--- src/rtl/disp_tgen_pkg.sv ---
package disp_tgen_pkg;
  localparam int unsigned REG_W  = 32;
  localparam int unsigned HALF_W = 16;
  localparam int unsigned N_SLOT = 9;
  localparam int unsigned N_WIN  = 8;

  localparam logic [15:0] UNLOCK_KEY = 16'h4758;
  localparam logic [7:0]  A_KEY      = 8'h00;

  // slot order: cfg, h active/total, h blank, h sync, panel h, v active/total, v blank, v sync, panel v
  localparam int unsigned S_CFG = 0, S_HTOT = 1, S_HBLK = 2, S_HSYN = 3, S_PHSYN = 4;
  localparam int unsigned S_VTOT = 5, S_VBLK = 6, S_VSYN = 7, S_PVSYN = 8;
  localparam logic [7:0] SLOT_ADDR [N_SLOT] =
    '{8'h08, 8'h30, 8'h34, 8'h38, 8'h3C, 8'h40, 8'h44, 8'h48, 8'h4C};

  localparam int unsigned B_PDAT = 0, B_HSE = 1, B_VSE = 2, B_BLKE = 3, B_TGEN = 5;

  typedef logic [N_SLOT-1:0][REG_W-1:0] regfile_t;
endpackage

--- src/rtl/disp_tgen_regs.sv ---
module disp_tgen_regs
  import disp_tgen_pkg::*;
(
  input  logic             clk_i,
  input  logic             rst_ni,
  input  logic             we_i,
  input  logic [7:0]       addr_i,
  input  logic [REG_W-1:0] wdata_i,
  output logic [REG_W-1:0] rdata_o,
  output regfile_t         regs_o
);
  logic     unlk_q;
  regfile_t regs_q;
  logic [N_SLOT-1:0] hit;

  always_ff @(posedge clk_i or negedge rst_ni) begin
    if (!rst_ni) unlk_q <= 1'b0;
    else if (we_i && addr_i == A_KEY) unlk_q <= (wdata_i[HALF_W-1:0] == UNLOCK_KEY);
  end

  for (genvar g = 0; g < N_SLOT; g++) begin : g_slot
    assign hit[g] = (addr_i == SLOT_ADDR[g]);
    always_ff @(posedge clk_i or negedge rst_ni) begin
      if (!rst_ni) regs_q[g] <= '0;
      else if (we_i && unlk_q && hit[g]) regs_q[g] <= wdata_i;
    end
  end

  always_comb begin
    rdata_o = '0;
    if (addr_i == A_KEY) rdata_o[0] = unlk_q;
    for (int i = 0; i < N_SLOT; i++)
      if (hit[i]) rdata_o = regs_q[i];
  end

  assign regs_o = regs_q;


  locked_wr_ignored_chk: assert property (@(posedge clk_i) disable iff (!rst_ni)
    (we_i && !unlk_q && addr_i != A_KEY) |=> $stable(regs_q));

  key_unlock_chk: assert property (@(posedge clk_i) disable iff (!rst_ni)
    (we_i && addr_i == A_KEY && wdata_i[HALF_W-1:0] == UNLOCK_KEY) |=> unlk_q);

  relock_chk: assert property (@(posedge clk_i) disable iff (!rst_ni)
    (we_i && addr_i == A_KEY && wdata_i[HALF_W-1:0] != UNLOCK_KEY) |=> !unlk_q);
endmodule

--- src/rtl/disp_tgen_cnt.sv ---
module disp_tgen_cnt #(
  parameter int unsigned CNT_W = 16
) (
  input  logic             clk_i,
  input  logic             rst_ni,
  input  logic             en_i,
  input  logic [CNT_W-1:0] htot_i,
  input  logic [CNT_W-1:0] vtot_i,
  output logic [CNT_W-1:0] h_o,
  output logic [CNT_W-1:0] v_o
);
  always_ff @(posedge clk_i or negedge rst_ni) begin
    if (!rst_ni) begin
      h_o <= '0;
      v_o <= '0;
    end else if (!en_i) begin
      h_o <= '0;
      v_o <= '0;
    end else if (h_o >= htot_i) begin
      h_o <= '0;
      v_o <= (v_o >= vtot_i) ? '0 : v_o + 1'b1;
    end else begin
      h_o <= h_o + 1'b1;
    end
  end


  idle_zero_chk: assert property (@(posedge clk_i) disable iff (!rst_ni)
    !en_i |=> (h_o == '0 && v_o == '0));

  h_wrap_chk: assert property (@(posedge clk_i) disable iff (!rst_ni)
    (en_i && h_o >= htot_i) |=> h_o == '0);

  v_hold_chk: assert property (@(posedge clk_i) disable iff (!rst_ni)
    (en_i && $past(en_i) && $past(h_o) < $past(htot_i)) |-> (v_o == $past(v_o)));
endmodule

--- src/rtl/disp_tgen_win.sv ---
module disp_tgen_win #(
  parameter int unsigned CNT_W   = 16,
  parameter bit          LO_INCL = 1'b1
) (
  input  logic [CNT_W-1:0] cnt_i,
  input  logic [CNT_W-1:0] lo_i,
  input  logic [CNT_W-1:0] hi_i,
  output logic             in_o
);
  logic lo_ok;
  if (LO_INCL) begin : g_incl
    assign lo_ok = (cnt_i >= lo_i);
  end else begin : g_excl
    assign lo_ok = (cnt_i > lo_i);
  end
  assign in_o = lo_ok && (cnt_i <= hi_i);
endmodule

--- src/rtl/disp_tgen.sv ---
module disp_tgen
  import disp_tgen_pkg::*;
#(
  parameter int unsigned CNT_W = 16,
  parameter int unsigned PIX_W = 8
) (
  input  logic             clk_i,
  input  logic             rst_ni,
  input  logic             reg_we_i,
  input  logic [7:0]       reg_addr_i,
  input  logic [31:0]      reg_wdata_i,
  output logic [31:0]      reg_rdata_o,
  input  logic [PIX_W-1:0] pix_i,
  output logic [PIX_W-1:0] pix_o,
  output logic [CNT_W-1:0] hcnt_o,
  output logic [CNT_W-1:0] vcnt_o,
  output logic             active_o,
  output logic             blank_o,
  output logic             hsync_o,
  output logic             vsync_o,
  output logic             fp_hsync_o,
  output logic             fp_vsync_o
);
  localparam int unsigned HI_LSB = HALF_W;

  regfile_t regs;
  logic [REG_W-1:0] cfg;
  logic tgen, blke;
  logic [N_WIN-1:0] win;
  logic [CNT_W-1:0] lo [N_WIN];
  logic [CNT_W-1:0] hi [N_WIN];
  logic unused_cfg;

  disp_tgen_regs u_regs (
    .clk_i(clk_i), .rst_ni(rst_ni), .we_i(reg_we_i), .addr_i(reg_addr_i),
    .wdata_i(reg_wdata_i), .rdata_o(reg_rdata_o), .regs_o(regs)
  );

  assign cfg  = regs[S_CFG];
  assign tgen = cfg[B_TGEN];
  assign blke = cfg[B_BLKE];
  assign unused_cfg = ^{cfg[REG_W-1:B_TGEN+1], cfg[4]};

  disp_tgen_cnt #(.CNT_W(CNT_W)) u_cnt (
    .clk_i(clk_i), .rst_ni(rst_ni), .en_i(tgen),
    .htot_i(regs[S_HTOT][HI_LSB +: CNT_W]), .vtot_i(regs[S_VTOT][HI_LSB +: CNT_W]),
    .h_o(hcnt_o), .v_o(vcnt_o)
  );

  // even windows compare hcnt, odd windows vcnt
  always_comb begin
    lo[0] = '0;                       hi[0] = regs[S_HTOT][CNT_W-1:0];
    lo[1] = '0;                       hi[1] = regs[S_VTOT][CNT_W-1:0];
    lo[2] = regs[S_HBLK][CNT_W-1:0];  hi[2] = regs[S_HBLK][HI_LSB +: CNT_W];
    lo[3] = regs[S_VBLK][CNT_W-1:0];  hi[3] = regs[S_VBLK][HI_LSB +: CNT_W];
    lo[4] = regs[S_HSYN][CNT_W-1:0];  hi[4] = regs[S_HSYN][HI_LSB +: CNT_W];
    lo[5] = regs[S_VSYN][CNT_W-1:0];  hi[5] = regs[S_VSYN][HI_LSB +: CNT_W];
    lo[6] = regs[S_PHSYN][CNT_W-1:0]; hi[6] = regs[S_PHSYN][HI_LSB +: CNT_W];
    lo[7] = regs[S_PVSYN][CNT_W-1:0]; hi[7] = regs[S_PVSYN][HI_LSB +: CNT_W];
  end

  for (genvar g = 0; g < N_WIN; g++) begin : g_win
    disp_tgen_win #(.CNT_W(CNT_W), .LO_INCL(g != 2 && g != 3)) u_win (
      .cnt_i((g % 2 == 0) ? hcnt_o : vcnt_o), .lo_i(lo[g]), .hi_i(hi[g]), .in_o(win[g])
    );
  end

  assign active_o   = tgen & blke & win[0] & win[1];
  assign blank_o    = ~tgen | ~blke | win[2] | win[3];
  assign hsync_o    = tgen & cfg[B_HSE] & win[4];
  assign vsync_o    = tgen & cfg[B_VSE] & win[5];
  assign fp_hsync_o = tgen & cfg[B_PDAT] & win[6];
  assign fp_vsync_o = tgen & cfg[B_PDAT] & win[7];
  assign pix_o      = active_o ? pix_i : '0;


  active_not_blank_chk: assert property (@(posedge clk_i) disable iff (!rst_ni)
    (active_o && regs[S_HBLK][CNT_W-1:0] == regs[S_HTOT][CNT_W-1:0]
              && regs[S_VBLK][CNT_W-1:0] == regs[S_VTOT][CNT_W-1:0]) |-> !blank_o);
endmodule

--- config.mk ---
export PLATFORM = sky130hd
export DESIGN_NAME = disp_tgen
export DESIGN_NICKNAME = d
export VERILOG_FILES = /design/src/rtl/disp_tgen_pkg.sv /design/src/rtl/disp_tgen_regs.sv /design/src/rtl/disp_tgen_cnt.sv /design/src/rtl/disp_tgen_win.sv /design/src/rtl/disp_tgen.sv
export SDC_FILE = /design/constraint.sdc
export NUM_CORES = 1
export LEC_CHECK = 0
export BUFFER_PORTS_ARGS = -buffer_cell sky130_fd_sc_hd__buf_2
export CAP_MARGIN = 20
export CORE_AREA = 10 10 263 165
export DETAILED_ROUTE_END_ITERATION = 12
export DIE_AREA = 0 0 273 175
export PLACE_DENSITY = 0.82
export SYNTH_ARGS = -nofsm -noshare
export SYNTH_HDL_FRONTEND = slang
export SYNTH_SLANG_ARGS = --single-unit
export TNS_END_PERCENT = 5
--- constraint.sdc ---
create_clock -name clk_i -period 2.65 [get_ports clk_i]
set_input_delay 0.1325 -clock clk_i [delete_from_list [all_inputs] [get_ports clk_i]]
set_output_delay 0.1325 -clock clk_i [all_outputs]
set_load 0.02 [all_outputs]
# ---- Yosys cells after proc, flatten, opt, wreduce, memory -nomap -nowiden
# Cells that the tools add are included.
dict set report classes {
  n_addsub 2
  n_bitwise 15
  muxes 16
  n_lt_le_gt_ge 18
  n_reduce_logical 20
  eq_ne 11
}
# cell count
set ops {}
lappend ops {{two-way mux 32 bit} 9}
lappend ops {{<= comparator 16 bit} 8}
lappend ops {{greater-or-equal comparator 16 bit} 6}
lappend ops {{two-way mux 16 bit} 5}
lappend ops {{adder 16 x 1 -> 16 bit (second input constant)} 2}
lappend ops {{== test 8 x 6 -> 1 bit (second input constant)} 4}
lappend ops {{== test 8 x 7 -> 1 bit (second input constant)} 4}
lappend ops {{greater-or-equal comparator 16 x 1 -> 1 bit (second input constant)} 2}
lappend ops {{greater-than comparator 16 bit} 2}
lappend ops {{logical AND 1 bit} 19}
lappend ops {{== test 16 x 15 -> 1 bit (second input constant)} 1}
lappend ops {{AND 1 bit} 10}
lappend ops {{== test 8 x 4 -> 1 bit (second input constant)} 1}
lappend ops {{logical NOT 8 bit} 1}
lappend ops {{two-way mux 8 bit} 1}
lappend ops {{OR 1 bit} 3}
lappend ops {{!= test 2 x 1 -> 1 bit (second input constant)} 1}
lappend ops {{inverter 1 bit} 2}
lappend ops {{two-way mux 1 bit} 1}
dict set report word_totals {
  reg_bits 321
  elab_cells 94
  in_bits 51
  out_inout_bits 78
}

# ---- Longest topological paths before layout
dict set report depth {
  word_depth 11
  depth_mapped 9
  mapped_depth_nobuf 8
}

# ---- Cells and area by module
# Synthesis repeated with hierarchy kept, for this count alone.
dict set report hier_totals {
  hier_cells 2228
  area_unflattened_um2 22266.4
}
# module seq_area_each_um2 n_inst area_each_um2 cells_each
set by_module_without_submodules {}
lappend by_module_without_submodules {disp_tgen_regs 7231.9 1 13301.5 1057}
lappend by_module_without_submodules {{disp_tgen_win (g_win[0].u_win ...)} 0.0 6 807.0 110}
lappend by_module_without_submodules {disp_tgen_cnt 800.8 1 2402.3 274}
lappend by_module_without_submodules {{disp_tgen_win (g_win[2].u_win ...)} 0.0 2 800.8 110}
lappend by_module_without_submodules {disp_tgen 0.0 1 118.9 17}

# ---- Least setup slack after synthesis
# No wires, ideal clock.
dict set report synth_timing {
  path_type {flip-flop to output port}
  from {register u_cnt.v_o[9]}
  to {output port pix_o[0]}
  path_buffers 0
  required_ps 2518
  path_slack_ps -121
  path_stages_with_launch 7
  t_arrival_ps 2638
  cell_sequence {dfrtp_1 > ha_1 > and4_1 > nand3_1 > or4_1 > a32oi_1 > and2_1}
}
dict set report synth_via {
  elab_chain_cells 4
  elab_cells_between_ends 5
  cone_classes {2 x order compare; 1 x mux; 1 x bitwise; 1 x reduce/logical}
}
# element line
set synth_lines {}
lappend synth_lines {{start, declared} disp_tgen_cnt.sv:10} ;# output logic [CNT_W-1:0] v_o
lappend synth_lines {{start signal, assigned} disp_tgen_cnt.sv:21} ;# v_o <= (v_o >= vtot_i) ? '0 : v_o + 1'b1;
lappend synth_lines {{greater-or-equal comparator 16 x 1 -> 1 bit or <= comparator 16 bit (tied branches)} {disp_tgen_win.sv:12, disp_tgen_win.sv:16}}
lappend synth_lines {{logical AND 1 bit (*)} disp_tgen_win.sv:16} ;# assign in_o = lo_ok && (cnt_i <= hi_i);
lappend synth_lines {{AND 1 bit (*)} disp_tgen.sv:68} ;# assign active_o = tgen & blke & win[0] & win[1];
lappend synth_lines {{named net active_o} disp_tgen.sv:17} ;# output logic active_o,
lappend synth_lines {{two-way mux 8 bit (*)} disp_tgen.sv:74} ;# assign pix_o = active_o ? pix_i : '0;
lappend synth_lines {{end, declared} disp_tgen.sv:14} ;# output logic [PIX_W-1:0] pix_o,
# The timed path passes the listed nets; every way through them passes the cells marked *.

# ---- Final worst setup path
dict set report layout_timing {
  from {register u_cnt.v_o[9]}
  to {output port vsync_o}
}
dict set report layout_via {
  elab_chain_cells 3
  elab_cells_between_ends 4
  cone_classes {2 x order compare; 1 x bitwise; 1 x reduce/logical}
}
# element line
set layout_lines {}
lappend layout_lines {{greater-or-equal comparator 16 bit or <= comparator 16 bit (tied branches)} {disp_tgen_win.sv:12, disp_tgen_win.sv:16}}
lappend layout_lines {{logical AND 1 bit (*)} disp_tgen_win.sv:16}
lappend layout_lines {{AND 1 bit (*)} disp_tgen.sv:71} ;# assign vsync_o = tgen & cfg[B_VSE] & win[5];
lappend layout_lines {{end, declared} disp_tgen.sv:20} ;# output logic vsync_o,
# Mark *: on every way between the ends. The rest lies on a longest branch, timed or not.

==> metrics.yaml <==
mostFrequentLayoutCells: "dfrtp_1 (304), inv_1 (258), ha_1 (250)"
synthArstFlopShare_pct: 100
core_um2: 38500
ys_seq_area_share_pct: 38.3
die_y_um: 175
ys_seq_elements: 321
powerDensity_nw_per_um2: 404
setup_viol: 25
htreeDepth: 1
fillers: 3054
std_cell_rows: 56
clkTransAtPathRegs_ps: 70
final_layout_size_suffix_gt1_share_pct: 24.3
switchingPower_w: 0.00238
grt_overflow: 0
vdd_ir_drop_max_mv: 0.505
r2r_cells: 10
synth_ff_type: "dfrtp_1"
hold_depth: 4
maxCapViolCount: 0
die_w_um: 273
min_period_ps: 3090
wl_per_cell_um: 25.6
final_common_cell: "dfrtp_1"
p_comb_share_pct: 5.1
hold_ws_ps: 38.3
status: "finished with violations"
cts_made_buffers: 31
worst_clock_skew_ps: 8.02
grt.total_usage_pct: 31.1
swShare_pct: 23.8
worst_setup_path_end_kind: "output port"
syn_area_per_cell_um2: 9.53
ys_warn_count: 0
cts-root-buf: "clkbuf_16"
violations: "negative setup slack"
first_iter_violations: 2699
drv_slew: 0
viasPerCell: 6.44
insertion_delay_ps: 590
worst_slew_pin_slew_ps: 696
final.setup.tns_ps: -5810
clock_sinks: 321
setup_ws_ps: -435
cts_buffer_depth: 3
max_clock_freq_ghz: 0.324
io_pins: 129
hold_path.class: "in2reg"
seq_power_share_pct: 48.8
cp_max_fo: 6
p_int_w: 0.00765
grt_antenna_before_repair: 2
grt_pass1_vias: 18900
portBuffers: 128
criticalPathCategory: "reg2out"
syn_inst: 2199
final_core_util_pct: 64.6
syn_nets: 2508
hold_viol_final: 0
dr.pass1.iters: 8
vias: 19100
ant_nets: 0
grt_max_degree: 74
rsz0062_at_grt: "yes"
leakagePower_nw: 12.5
slew_headroom_pct: 53.2
required_ps: 2520
dp_slack_ps: -212
synth.distinct_cells: 74
drt_wl_total_mm: 75.9
cts_tree: "built"
dpl.hpwl_mm: 56.7
finalNetCount: 2727
grt_first_pass_wirelength_mm: 115
gp_congestion: 0.959
netlist_area_um2: 20900
synth_edf_count: 0
arrival_ps: 2950
drc_errors: 0
dieArea_um2: 47800
synthToLayoutAreaGrowth_pct: 18.6
clock_power_share_pct: 46.1
timing.final.crit_share_pct: 116
start_kind: "flip-flop"
n_antenna_cell: 0
initial_core_util_pct: 54.5
==> cell families (layout without fill, tap and decap cells) <==
family / after synthesis / after routing / synth area share [%]
AOI/OAI and AO/OA: 586 / 587 / 18.5
xor gates and xnor gates: 13 / 13 / 0.544
adders and majority gates: 258 / 258 / 15.4
buffers and inverters: 388 / 626 / 7.30
DFF: 321 / 321 / 38.3
muxes: 173 / 173 / 9.33
and+or+nand+nor: 460 / 460 / 10.5
==> worst max-delay path, stage by stage, from the launching register on <==
cell and delay [ps]:
dfrtp_2 470, buf_4 180, ha_1 300, nand4_1 160, or4_1 580, o22a_1 260
a211oi_2 210, buf_4 190
==> what timing repair did <==
| item | 4_1_cts | 5_1_grt |
|---|---|---|
| hold buffers | 32 | 0 |
| hold endpoints to repair | 196 | 0 |
| gates cloned | 1 | 0 |
| pin swaps | 28 | 5 |
| setup buffers | 22 | 0 |
| endpoints found under the setup margin | 22 | 30 |
| gates resized for setup | 89 | 15 |
==> Yosys cell counts, types with 28 or more instances <==
master,count,area share (%)
dfrtp_1,321,38
inv_1,260,4.7
ha_1,258,15
o21ai_0,233,5.6
nand2_1,216,3.9
mux2_2,164,8.8
a21oi_1,102,2.4
clkbuf_1,90,1.6
nor2_1,60,1.1
nand3_1,42,1.0
a22o_1,39,1.6
nand4_1,38,1.1
o221ai_1,30,1.3
a222oi_1,28,1.3
==> layout make-up <==
| type | count | area (um2) | area share (%) |
|---|---|---|---|
| Clock buffer | 46 | 862 | 3.47 |
| Inverter | 260 | 980 | 3.94 |
| Tap cell | 522 | 653 | 2.63 |
| Multi-Input combinational cell | 1491 | 11800 | 47.4 |
| Sequential cell | 321 | 8050 | 32.4 |
| Timing Repair Buffer | 313 | 2390 | 9.62 |
| Clock inverter | 7 | 135 | 0.544 |
==> final timing paths <==
| path | startpoint | end | slack, ps |
|---|---|---|---|
| worst max-delay path | u_cnt.v_o[9] | vsync_o | -440 |
| worst min-delay path | reg_wdata_i[13] | u_regs.regs_o[77] | 40 |
| worst max register to register | u_cnt.v_o[0] | u_cnt.v_o[15] | -100 |
| worst min register to register | u_regs.regs_o[7] | u_regs.regs_o[7] | 510 |
| max in group asynchronous | rst_ni | u_regs.regs_o[41] | 1660 |
| min in group asynchronous | rst_ni | u_regs.regs_o[231] | 130 |
==> per-stage QoR <==
stage	total power, W	instance area, um2	instances
finish	0.0100	24800	2960
CTS	0.0100	24800	2960
floorplan	0.00515	21000	2199
global placement	0.00544	22900	2852
global route	0.0103	24800	2960
detailed placement	0.00545	22900	2853
==> metal layers <==
layer / global-route usage (%) / up-vias / routed length [um] / share of wire [%]
met5: 0 / - / 27 / 0.036
met4: 7.23 / 4 / 1880 / 2.5
met3: 14.2 / 142 / 12300 / 16
met2: 42.1 / 1181 / 29700 / 39
met1: 44.0 / 9388 / 32000 / 42
li1: - / 8343 / - / -
==> registers in the layout (all words and copies together) (netlist names) <==
| register | flops |
|---|---|
| u_cnt.h_o | 16 |
| u_cnt.v_o | 16 |
| u_regs.regs_o | 288 |
| u_regs.unlk_q | 1 |
==> power groups by stage <==
stage / Clock, W / Combinational, W / Sequential, W
floorplan: 0 / 0.000162 / 0.00499
global route: 0.00486 / 0.000538 / 0.00489
finish: 0.00462 / 0.000512 / 0.00490
CTS: 0.00466 / 0.000494 / 0.00490
detailed placement: 0 / 0.000456 / 0.00499
global placement: 0 / 0.000446 / 0.00499
Note: power is estimated with default switching activity, not from simulation.
